--- src/rtl/frm_pkg.sv ---
package frm_pkg;

    localparam int REG_W   = 32;
    localparam int IV_W    = 14;
    localparam int PK_W    = 15;
    localparam int PK_LSB  = 16;
    localparam int TOG_BIT = REG_W - 1;
    localparam int FN_W    = 16;
    localparam int LS_W    = 12;
    localparam int IV_GAP  = PK_LSB - IV_W;
    localparam int RM_GAP  = REG_W - 1 - IV_W;

    typedef struct packed {
        logic            tog;
        logic [PK_W-1:0] pkt;
        logic [IV_W-1:0] ival;
        logic [IV_W-1:0] pthr;
        logic [LS_W-1:0] lthr;
    } cfg_st_t;

    typedef struct packed {
        logic            tog;
        logic [IV_W-1:0] cnt;
        logic            per;
    } rem_st_t;

    typedef struct packed {
        logic [FN_W-1:0] num;
        logic            sof;
        logic            ovf;
    } num_st_t;

endpackage

--- src/rtl/frm_cfg_regs.sv ---
module frm_cfg_regs
    import frm_pkg::*;
#(
    parameter logic [IV_W-1:0] FI_RESET = 14'd11999,
    parameter logic [PK_W-1:0] PK_RESET = 15'd10104
) (
    input  logic             clk,
    input  logic             rst_n,
    input  logic             ival_wr,
    input  logic [REG_W-1:0] ival_wdata,
    input  logic             pthr_wr,
    input  logic [IV_W-1:0]  pthr_wdata,
    input  logic             lthr_wr,
    input  logic [LS_W-1:0]  lthr_wdata,
    output logic             ival_tog,
    output logic [PK_W-1:0]  ival_pkt,
    output logic [IV_W-1:0]  ival_val,
    output logic [IV_W-1:0]  pthr_val,
    output logic [LS_W-1:0]  lthr_val
);

    cfg_st_t st_d, st_q;
    logic    wdata_unused;

    // write data bits that carry no state: flag position and reserved gap
    assign wdata_unused = ^{ival_wdata[TOG_BIT], ival_wdata[PK_LSB-1:IV_W]};

    always_comb begin
        st_d = st_q;
        if (ival_wr) begin
            st_d.ival = ival_wdata[IV_W-1:0];
            st_d.pkt  = ival_wdata[PK_LSB +: PK_W];
            st_d.tog  = ~st_q.tog;
        end
        if (pthr_wr) begin
            st_d.pthr = pthr_wdata;
        end
        if (lthr_wr) begin
            st_d.lthr = lthr_wdata;
        end
    end

    always_ff @(posedge clk or negedge rst_n) begin
        if (!rst_n) begin
            st_q.tog  <= 1'b0;
            st_q.pkt  <= PK_RESET;
            st_q.ival <= FI_RESET;
            st_q.pthr <= '0;
            st_q.lthr <= '0;
        end else begin
            st_q <= st_d;
        end
    end

    assign ival_tog = st_q.tog;
    assign ival_pkt = st_q.pkt;
    assign ival_val = st_q.ival;
    assign pthr_val = st_q.pthr;
    assign lthr_val = st_q.lthr;

endmodule

--- src/rtl/frm_remain_ctr.sv ---
module frm_remain_ctr
    import frm_pkg::*;
#(
    parameter logic [IV_W-1:0] FI_RESET = 14'd11999
) (
    input  logic            clk,
    input  logic            rst_n,
    input  logic            run_en,
    input  logic            bit_tick,
    input  logic [IV_W-1:0] ival_val,
    input  logic            ival_tog,
    input  logic [IV_W-1:0] pthr_val,
    output logic [IV_W-1:0] cnt,
    output logic            cnt_tog,
    output logic            wrap,
    output logic            per_pulse
);

    rem_st_t         st_d, st_q;
    logic [IV_W-1:0] cnt_dec;

    assign cnt_dec = st_q.cnt - 1'b1;
    assign wrap    = run_en && bit_tick && (st_q.cnt == '0);

    always_comb begin
        st_d     = st_q;
        st_d.per = 1'b0;
        if (!run_en) begin
            st_d.cnt = ival_val;
        end else if (bit_tick) begin
            if (st_q.cnt == '0) begin
                st_d.cnt = ival_val;
                st_d.tog = ival_tog;
            end else begin
                st_d.cnt = cnt_dec;
                st_d.per = (cnt_dec == pthr_val);
            end
        end
    end

    always_ff @(posedge clk or negedge rst_n) begin
        if (!rst_n) begin
            st_q.tog <= 1'b0;
            st_q.cnt <= FI_RESET;
            st_q.per <= 1'b0;
        end else begin
            st_q <= st_d;
        end
    end

    assign cnt       = st_q.cnt;
    assign cnt_tog   = st_q.tog;
    assign per_pulse = st_q.per;

endmodule

--- src/rtl/frm_num_ctr.sv ---
module frm_num_ctr
    import frm_pkg::*;
(
    input  logic            clk,
    input  logic            rst_n,
    input  logic            wrap,
    output logic [FN_W-1:0] num,
    output logic            sof,
    output logic            ovf
);

    num_st_t         st_d, st_q;
    logic [FN_W-1:0] num_inc;

    assign num_inc = st_q.num + 1'b1;

    always_comb begin
        st_d     = st_q;
        st_d.sof = wrap;
        st_d.ovf = wrap && (num_inc[FN_W-1] != st_q.num[FN_W-1]);
        if (wrap) begin
            st_d.num = num_inc;
        end
    end

    always_ff @(posedge clk or negedge rst_n) begin
        if (!rst_n) begin
            st_q <= '0;
        end else begin
            st_q <= st_d;
        end
    end

    assign num = st_q.num;
    assign sof = st_q.sof;
    assign ovf = st_q.ovf;

endmodule

--- src/rtl/usb_frame_timer.sv ---
module usb_frame_timer
    import frm_pkg::*;
#(
    parameter logic [IV_W-1:0] FI_RESET = 14'd11999,
    parameter logic [PK_W-1:0] PK_RESET = 15'd10104
) (
    input  logic             clk,
    input  logic             rst_n,
    input  logic             run_en,
    input  logic             bit_tick,
    input  logic             ival_wr,
    input  logic [REG_W-1:0] ival_wdata,
    input  logic             pthr_wr,
    input  logic [IV_W-1:0]  pthr_wdata,
    input  logic             lthr_wr,
    input  logic [LS_W-1:0]  lthr_wdata,
    output logic [REG_W-1:0] ival_q,
    output logic [REG_W-1:0] remain_q,
    output logic [FN_W-1:0]  frame_num,
    output logic [IV_W-1:0]  pthr_q,
    output logic [LS_W-1:0]  lthr_q,
    output logic             sof_pulse,
    output logic             fno_pulse,
    output logic             pstart_pulse
);

    logic            ival_tog;
    logic [PK_W-1:0] ival_pkt;
    logic [IV_W-1:0] ival_val;
    logic [IV_W-1:0] cnt;
    logic            cnt_tog;
    logic            wrap;

    frm_cfg_regs #(
        .FI_RESET (FI_RESET),
        .PK_RESET (PK_RESET)
    ) u_cfg (
        .clk        (clk),
        .rst_n      (rst_n),
        .ival_wr    (ival_wr),
        .ival_wdata (ival_wdata),
        .pthr_wr    (pthr_wr),
        .pthr_wdata (pthr_wdata),
        .lthr_wr    (lthr_wr),
        .lthr_wdata (lthr_wdata),
        .ival_tog   (ival_tog),
        .ival_pkt   (ival_pkt),
        .ival_val   (ival_val),
        .pthr_val   (pthr_q),
        .lthr_val   (lthr_q)
    );

    frm_remain_ctr #(
        .FI_RESET (FI_RESET)
    ) u_rem (
        .clk       (clk),
        .rst_n     (rst_n),
        .run_en    (run_en),
        .bit_tick  (bit_tick),
        .ival_val  (ival_val),
        .ival_tog  (ival_tog),
        .pthr_val  (pthr_q),
        .cnt       (cnt),
        .cnt_tog   (cnt_tog),
        .wrap      (wrap),
        .per_pulse (pstart_pulse)
    );

    frm_num_ctr u_num (
        .clk   (clk),
        .rst_n (rst_n),
        .wrap  (wrap),
        .num   (frame_num),
        .sof   (sof_pulse),
        .ovf   (fno_pulse)
    );

    assign ival_q   = {ival_tog, ival_pkt, {IV_GAP{1'b0}}, ival_val};
    assign remain_q = {cnt_tog, {RM_GAP{1'b0}}, cnt};

endmodule

--- config.mk ---
export PLATFORM = sky130hd
export DESIGN_NAME = usb_frame_timer
export DESIGN_NICKNAME = d
export VERILOG_FILES = /design/src/rtl/frm_pkg.sv /design/src/rtl/frm_cfg_regs.sv /design/src/rtl/frm_remain_ctr.sv /design/src/rtl/frm_num_ctr.sv /design/src/rtl/usb_frame_timer.sv
export SDC_FILE = /design/constraint.sdc
export NUM_CORES = 1
export LEC_CHECK = 0
export ABC_AREA = 1
export BUFFER_PORTS_ARGS = -buffer_cell sky130_fd_sc_hd__buf_2
export CAP_MARGIN = 30
export CELL_PAD_IN_SITES_DETAIL_PLACEMENT = 1
export CELL_PAD_IN_SITES_GLOBAL_PLACEMENT = 2
export CORE_ASPECT_RATIO = 1.25
export CORE_UTILIZATION = 28
export DETAILED_ROUTE_END_ITERATION = 12
export GPL_TIMING_DRIVEN = 0
export PLACE_DENSITY = 0.87
export SLEW_MARGIN = 15
export SYNTH_ARGS = -nofsm -noshare
export SYNTH_HDL_FRONTEND = slang
export SYNTH_SLANG_ARGS = --single-unit
export TNS_END_PERCENT = 1
--- constraint.sdc ---
create_clock -name clk -period 2.11 [get_ports clk]
set_input_delay 0 -clock clk [delete_from_list [all_inputs] [get_ports clk]]
set_output_delay 0 -clock clk [all_outputs]
set_load 0.05 [all_outputs]
* Yosys cells after proc, flatten, opt, wreduce, memory -nomap -nowiden
Cells that the tools add are included.
** Storage, ports and cells
- Flip-flop bits (word level) :: 90
- Latch bits :: 0
- Bits in writable memories :: 0
- Memory bits (read-only) :: 0
- Input port bits :: 65
- Output and inout port bits :: 109
- Logic and storage cells :: 27
- Memories :: 0
** Cells by class
- Add/sub/neg operators :: 2
- $mul :: 0
- Div/mod/pow operators :: 0
- Order comparisons :: 0
- Equality and inequality tests :: 3
- Shifts and indexed selects :: 0
- Multiplexer cells :: 5
- Bitwise gates (word level) :: 1
- Reduce and logical (&&, ||, !) cells :: 5
** Operators with widths (count)
- $mux W14 :: 2
- $add A16 B1 Y16 const B :: 1
- $mux W15 :: 1
- $eq A14 B14 Y1 :: 1
- $logic_not A14 Y1 :: 1
- $sub A14 B1 Y14 const B :: 1
- $logic_and A1 B1 Y1 :: 3
- $reduce_and A3 Y1 :: 1
- $mux W1 :: 2
- $ne A2 B1 Y1 const B :: 1
- $ne A1 B1 Y1 :: 1
- $not A1 Y1 :: 1

* Depth between registers and ports, before layout
Gate-level depths: netlist (run 1).
- Depth in word-level cells :: 5
- Gate-level depth with buffers :: 13
- Depth with buffers taken out :: 13

* Modules after synthesis
From an unflattened synthesis (run 1), not the netlist that was laid out.
** Second synthesis, totals
- Cells, all modules :: 576
- Area total of the unflattened synthesis :: 4559.4 sq um
** Modules (own cells, without submodules)
- frm_cfg_regs :: times used 1, cells an instance 238, area each 2129.5 sq um, seq. area each 1425.1 sq um
- frm_remain_ctr :: times used 1, cells an instance 228, area each 1415.1 sq um, seq. area each 414.1 sq um
- frm_num_ctr :: times used 1, cells an instance 88, area each 853.3 sq um, seq. area each 450.4 sq um
- usb_frame_timer :: times used 1, cells an instance 22, area each 161.4 sq um, seq. area each 0.0 sq um

* Least setup slack after synthesis (run 1)
No wires, ideal clock.
- Path type :: register to register
- Start point :: register, netlist name u_rem.cnt[0]
- End point :: register, netlist name u_rem.cnt[5]
- Setup time :: 0.133 ns
- Arrival :: 1.835 ns
- Data required time :: 1.977 ns
- Setup slack :: 0.142 ns
- Stages on the path, launching flop included :: 11
- Buffers on the path :: 0
- Clock period less this slack :: 1.968 ns
- Cells stage by stage :: dfstp_2 > inv_1 > ha_1 > nand2_4 > nor2_8 > nand4_4 > inv_1 > nand2_2 > nand2_2 > a21oi_1 > a21oi_1
** On the way
- Cells in the longest elaborated chain, start to end :: 4
- Elaborated cells between the ends (all ways) :: 5
- Those cells by class :: add/sub (1); mux (3); reduce/logical (1)
** RTL lines
- $sub A14 B1 Y14 or $logic_not A14 Y1 (tied branches) :: RTL line frm_remain_ctr.sv:22, frm_remain_ctr.sv:31
- $mux W14 (*) :: RTL line frm_remain_ctr.sv:31 : if (st_q.cnt == '0) begin
- $mux W15 (*) :: RTL line frm_remain_ctr.sv:30 : end else if (bit_tick) begin
- $mux W14 (*) :: RTL line frm_remain_ctr.sv:28 : if (!run_en) begin
Mark *: on every way between the ends. The rest lies on a longest branch, timed or not. The select of a mux whose other input is x is not followed.
A chain may end at the register's enable or synchronous reset.

* Final worst setup path (run 1)
- Start point :: register, netlist name u_rem.cnt[0]
- End point :: register, netlist name u_rem.cnt[3]
** On the way
- Cells in the longest elaborated chain, start to end :: 4
- Elaborated cells between the ends (all ways) :: 5
- Those cells by class :: add/sub (1); mux (3); reduce/logical (1)
** RTL lines (RTL line)
- $sub A14 B1 Y14 or $logic_not A14 Y1 (tied branches) :: frm_remain_ctr.sv:22, frm_remain_ctr.sv:31
- $mux W14 (*) :: frm_remain_ctr.sv:31
- $mux W15 (*) :: frm_remain_ctr.sv:30
- $mux W14 (*) :: frm_remain_ctr.sv:28
Marks and branches as above.

==> impl_metrics.yaml, run 1 <==
run_status:
  status: "finished clean"
global_routing:
  met1_usage_pct: 18.6
  grt.met3_usage_pct: 5.20
  grt_start_max_net_pins: 47
  grt.busiest_layer: "met2"
  grt_usage_pct: 18.6
  grt_pass1_wl_um: 22800
  grt_pass1_vias: 4458
  antenna_found_initial: 1
  met2_usage_pct: 34.6
  grt.overflow.total: 0
clock_tree:
  clk_path_buf_depth: 2
  clock_sinks: 90
  clkLatencyLatePin_ns: 0.35
  tritoncts: "built"
  cts_buffers: 9
  cts_root_buf: "clkbuf_16"
  clk_pin_slew_ns: 0.06
  post-cts-setup-buffers: 0
  cts-htree-levels: 3
synth:
  yosys_register_bits: 90
  yosys-top-cells-count: "nand2_1 (105), dfrtp_1 (60), inv_1 (51), nor2_1 (38), mux2_2 (36)"
  synth_top_family_by_area: "simple AND/OR/NAND/NOR gates"
  synthCells: 472
  synth_compound_area_share_pct: 5.94
  synth.yosys.seq_area_share_pct: 51.8
  synthArstFlopShare_pct: 100
  synth-xor-area-share_pct: 3.76
  syn_area_um2: 4420
  synth_edf_count: 0
  synth_most_common_cell: "nand2_1"
  synth_flop_cell: "dfrtp_1"
  synth_top_area_share_pct: 34.0
  yosys_warnings: 0
  postSynthAreaPerCell_um2: 9.37
  synth_cell_types: 34
  yosysTopAreaCell: "dfrtp_1"
  synth_simple_gate_area_share_pct: 19.5
  netlist_top_cells_area: "dfrtp_1 (34%), dfstp_2 (18%), mux2_2 (9.2%), nand2_1 (8.9%), inv_1 (4.3%)"
  yosys.area_share.adder_pct: 0.566
  synthMuxAreaShare_pct: 9.17
hold_path:
  worst_hold_path_type: "input port to register"
  hold_path_depth: 2
layout:
  finish.utilization_pct: 41.7
  layout-drive-gt1-share_pct: 37.8
  nNetsFinal: 777
  area_growth_pct: 46.4
  antenna-diode-count: 0
  num-fill-cells: 1831
worst_setup_path:
  crit_fanout: 10
  end_kind: "register"
  arrival_ns: 2.18
  ff2ff_path_depth: 9
  r2r-end: "u_rem.cnt[3]$_DFFE_PN1P_"
  worstSetupEndpoint: "u_rem.cnt[3]$_DFFE_PN1P_"
  cp-startpoint: "u_rem.cnt[0]$_DFFE_PN1P_"
  regToRegSetupSlack_ns: 0.19
  crit_type: "register to register"
  crit_path_start_kind: "register"
  cpMaxStageDelayCell: "dfstp_2"
  crit_path_max_incr_delay_ns: 0.56
  required_ns: 2.37
  regToRegStartpoint: "u_rem.cnt[0]$_DFFE_PN1P_"
  crit_chain: "inv_2 -> ha_2 -> nand2_4 -> nor2_8 -> nand4_4 -> nor2_4 -> buf_6 -> nor2_1 -> o221ai_1"
sta:
  fin_crit_ns: 1.92
  clock-skew-final_ns: 0.00461
  postLayoutSetupSlackWorst_ns: 0.185
  maxSlewHeadroom_pct: 58.5
  tns_ns: 0
  fin_crit_sh_pct: 91.2
  rsz0062_at_grt: "false"
  setup_viol: 0
  hold_viol_final: 0
  worst_pin_slew_ns: 0.623
  max_freq_ghz: 0.519
  slew_violations: 0
power_and_ir_drop:
  p_leak_nw: 3.29
  powerDensity_nw_per_um2: 861
  seq_power_share_pct: 37.2
  p_sw_share_pct: 35.9
  net-switching-power_mw: 2.00
  ir_drop_v: 0.000377
  p_clk_share_pct: 33.7
  intPower_mw: 3.57
  p_comb_share_pct: 29.1
die:
  die_area_um2: 16300
  die_h_um: 143
  core-area_um2: 15500
  start_util_pct: 28.5
  die_width_um: 114
  rows: 51
  top_level_ports: 174
placement:
  preCtsSetupSlack_ns: -0.00146
  dpl.hpwl_um: 10500
  place.port_buffers: 149
  gp_congestion: 0.809
job:
  drv_cap: 0
route:
  viasPerCell: 4.39
  first_iter_violations: 59
  routed-via-count: 4073
  dr.pass1.iters: 4
  wl_um: 14400
  post-route-drc-count: 0
  routedWlPerCell_um: 15.5
  drtAntennaViolNets: 0
==> worst max-delay path: cells and delay by family, from the launching register on <==
kind / cells / cell delay [ns]
adders and majority gates: 1 / 0.23
and+or+nand+nor: 5 / 0.62
DFF: 1 / 0.56
AOI/OAI and AO/OA: 1 / 0.17
buffers and inverters: 2 / 0.23
==> cell families after synthesis <==
logic type,Yosys count
AND/OR/NAND/NOR,193
XOR/XNOR,19
other,1
flip-flops,90
adder cells (fa/ha/maj),2
AO/OA/AOI/OAI,46
multiplexers,36
buffers and inverters,85
==> power groups by stage <==
stage               Sequential [mW]  Clock [mW]  Combinational (mW)
detailed placement             2.10           0                1.54
global placement               2.09           0                1.50
global route                   2.10        1.99                1.75
CTS                            2.07        1.93                1.63
finish                         2.07        1.88                1.62
floorplan                      2.60           0               0.604
==> flip-flops by register name, indices dropped and copies added (netlist names) <==
register and count:
u_rem.cnt_tog 1, u_rem.cnt 14, u_num.ovf 1, u_cfg.pthr_val 14
u_cfg.ival_pkt 15, u_num.sof 1, u_cfg.lthr_val 12, u_num.num 16
u_rem.per_pulse 1, u_cfg.ival_val 14, u_cfg.ival_tog 1
==> timing repair <==
action,in CTS,in global routing
hold buffers,59,0
pin swaps,0,1
gates resized for setup,1,2
hold endpoints to repair,79,0
setup endpoints to repair,2,14
==> placed cells by master, fill, tap and decap left out, types with 3 or more instances in the layout <==
cell	n
inv_2	3
clkbuf_1	8
o21ai_0	25
a21oi_1	9
inv_1	50
dfrtp_1	60
nand2_1	105
nor2_1	38
bufinv_16	3
dlygate4sd3_1	59
buf_2	150
buf_4	22
o221ai_1	5
xor2_1	11
nand4_1	6
dfstp_2	30
clkbuf_16	9
conb_1	19
a22oi_1	3
mux2_2	36
nand3_1	30
xnor2_1	8
==> worst min-delay path by stage <==
stage,slack [ns],end,from
floorplan,-0.30,u_cfg.ival_pkt[0]$_DFFE_PN0P_,rst_n
global placement,0.21,u_cfg.pthr_val[7]$_DFFE_PN0P_,pthr_wdata[7]
detailed placement,0.06,u_cfg.pthr_val[1]$_DFFE_PN0P_,rst_n
CTS,0.08,u_cfg.pthr_val[3]$_DFFE_PN0P_,pthr_wr
global route,0.11,u_cfg.pthr_val[6]$_DFFE_PN0P_,pthr_wr
finish,0.07,u_cfg.pthr_val[6]$_DFFE_PN0P_,pthr_wr
==> per-layer routing <==
metal | vias to the layer above | wire length (um)
li1 | 1970 | -
met1 | 1943 | 5410
met2 | 130 | 7700
met3 | 28 | 834
met4 | 2 | 438
met5 | - | 13
==> area by class of cell <==
cell class                 count  area, um^2  share of cell area (%)
buffer                        32         209                    3.23
clock buffer                  10         229                    3.54
clock inverter                 6         115                    1.78
inverter                      53         199                    3.07
multi-input combinational    315        1800                    27.8
sequential                    90        2290                    35.4
tap                          212         265                    4.10
timing repair buffer         209        1370                    21.1
==> metrics by stage <==
| stage | total power, mW | std cells | hold WS, ns | cell area, um^2 |
|---|---|---|---|---|
| after floorplan | 3.21 | 490 | -0.296 | 4490 |
| after global placement | 3.60 | 851 | 0.214 | 5500 |
| after detailed placement | 3.64 | 852 | 0.0552 | 5530 |
| after CTS | 5.64 | 927 | 0.0756 | 6470 |
| after global routing | 5.84 | 927 | 0.109 | 6470 |
| final | 5.57 | 927 | 0.0670 | 6470 |
(Power assumes the default switching activity.)
==> inputs of run 2 (changes only) <==
--- a/config.mk
+++ b/config.mk
@@ -13,4 +13,5 @@
 export CORE_ASPECT_RATIO = 1.25
 export CORE_UTILIZATION = 28
+export CTS_CLUSTER_SIZE = 24
 export DETAILED_ROUTE_END_ITERATION = 12
 export GPL_TIMING_DRIVEN = 0
==> constraint.sdc (replaced) <==
create_clock -name clk -period 2.11 [get_ports clk]
set_input_delay 0.3165 -clock clk [delete_from_list [all_inputs] [get_ports clk]]
set_output_delay 0.3165 -clock clk [all_outputs]
set_load 0.05 [all_outputs]
==> run 2 against run 1 <==
Power down 1.9%. Final cell count decreased by 6.3%. Utilization shrank 3.7 points. Via count shrank 6.7%. Clock-buffer cell count stayed put. Combinational power is 6% lower. Worst setup slack improved by 0.00071 ns. Register-to-register slack about the same. Sequential power about the same. Clock power is essentially flat. Clock skew is 0.0011 ns higher. Largest cell class unchanged.
==> impl_metrics.yaml, run 2 (same netlist as run 1, synthesis figures left out) <==
run_status:
  status: "finished clean"
global_routing:
  grt.overflow.total: 0
  grt_start_max_net_pins: 47
  antenna_found_initial: 1
  grt_usage_pct: 17.1
  grt_pass1_vias: 4125
  grt_pass1_wl_um: 21000
clock_tree:
  clkLatencyLatePin_ns: 0.35
  clock_sinks: 90
  tritoncts: "built"
  cts_root_buf: "clkbuf_16"
  cts-htree-levels: 3
  clk_path_buf_depth: 2
  cts_buffers: 9
  clk_pin_slew_ns: 0.07
  post-cts-setup-buffers: 0
route:
  routedWlPerCell_um: 15.1
  drtAntennaViolNets: 0
  dr.pass1.iters: 4
  routed-via-count: 3802
  wl_um: 13100
  post-route-drc-count: 0
  first_iter_violations: 50
  viasPerCell: 4.38
sta:
  max_freq_ghz: 0.520
  hold_viol_final: 0
  postLayoutSetupSlackWorst_ns: 0.186
  fin_crit_ns: 1.92
  tns_ns: 0
  hold_ws_ns: 0.168
  rsz0062_at_grt: "false"
  maxSlewHeadroom_pct: 58.4
  setup_viol: 0
  clock-skew-final_ns: 0.00566
  slew_violations: 0
  worst_pin_slew_ns: 0.624
  fin_crit_sh_pct: 91.2
hold_path:
  worst_hold_path_type: "input port to register"
  min_from: "pthr_wdata[10]"
  hold_path_depth: 3
  min_to: "u_cfg.pthr_val[10]$_DFFE_PN0P_"
worst_setup_path:
  regToRegSetupSlack_ns: 0.19
  arrival_ns: 2.18
  end_kind: "register"
  crit_fanout: 10
  required_ns: 2.37
  crit_type: "register to register"
  cp-startpoint: "u_rem.cnt[0]$_DFFE_PN1P_"
  ff2ff_path_depth: 9
  r2r-end: "u_rem.cnt[3]$_DFFE_PN1P_"
  crit_path_start_kind: "register"
  regToRegStartpoint: "u_rem.cnt[0]$_DFFE_PN1P_"
layout:
  layout-drive-gt1-share_pct: 41.1
  design_area_um2: 5890
  mostFrequentLayoutCell: "buf_2"
  area_growth_pct: 33.2
  final_cell_mix: "buf_2 (150), nand2_1 (105), dfrtp_1 (60), inv_1 (50), nor2_1 (38)"
  largest_reg_flops: 16
  num-fill-cells: 1857
  antenna-diode-count: 0
  nNetsFinal: 719
placement:
  place.port_buffers: 149
  gp_congestion: 0.809
  place_area_um2: 5530
  preCtsSetupSlack_ns: -0.00146
  dpl.hpwl_um: 10500
die:
  top_level_ports: 174
  rows: 51
  start_util_pct: 28.5
  die_h_um: 143
  die_width_um: 114
  core-area_um2: 15500
  die_area_um2: 16300
power_and_ir_drop:
  ir_drop_v: 0.000366
  p_leak_nw: 3.05
  powerDensity_nw_per_um2: 928
job:
  drv_cap: 0
-- run 2: through the flow --
step / power, mW / utilization (%) / instances
after global routing: 5.74 / 38.0 / 869
after CTS: 5.55 / 38.0 / 869
after detailed placement: 3.64 / 35.7 / 852
after floorplan: 3.21 / - / 490
final: 5.47 / 38.0 / 869
after global placement: 3.60 / 35.5 / 851
-- run 2: worst max path at each step --
stage          cells after the start  slack (ns)                         to
6_report                           9        0.19   u_rem.cnt[3]$_DFFE_PN1P_
3_5_place_dp                      10      -0.001  u_rem.cnt[13]$_DFFE_PN1P_
4_1_cts                           10        0.02  u_rem.cnt[13]$_DFFE_PN1P_
2_1_floorplan                     10        0.14   u_rem.cnt[5]$_DFFE_PN0P_
3_3_place_gp                       1       -0.11  u_num.num[13]$_DFFE_PN0P_
5_1_grt                           12       0.006  u_rem.per_pulse$_DFF_PN0_
-- run 2: report_power, final --
part,internal [mW],switching (mW)
Sequential,1.93,0.136
Combinational,0.405,1.12
Clock,1.16,0.710
Total,3.50,1.97
-- run 2: worst max-delay path, cell delays in order (launching register included) --
cell      delay, ns
dfstp_2        0.56
inv_2          0.08
ha_2           0.23
nand2_4        0.12
nor2_8         0.06
nand4_4        0.10
nor2_4         0.07
buf_6          0.15
nor2_1         0.27
o221ai_1       0.17
-- run 2: per-layer routing --
metal,global-route usage (%),share of wire [%],vias to the layer above
met2,31.5,53,118
met5,0,0.099,-
met1,17.6,39,1814
met3,4.90,6.1,19
li1,-,-,1849
met4,7.86,2.5,2
-- run 2: repair_timing --
item	CTS	global route
setup endpoints to repair	2	15
pin swaps	0	1
resized for setup	1	2
hold endpoints to repair	11	0
hold buffers	1	0
-- run 2: layout make-up --
type	instances	area (um^2)	area share (%)
timing repair buffer	151	786	13.3
inverter	53	199	3.38
clock inverter	6	115	1.95
tap	212	265	4.50
buffer	32	209	3.55
sequential	90	2290	38.9
clock buffer	10	229	3.89
multi-input combinational	315	1800	30.5
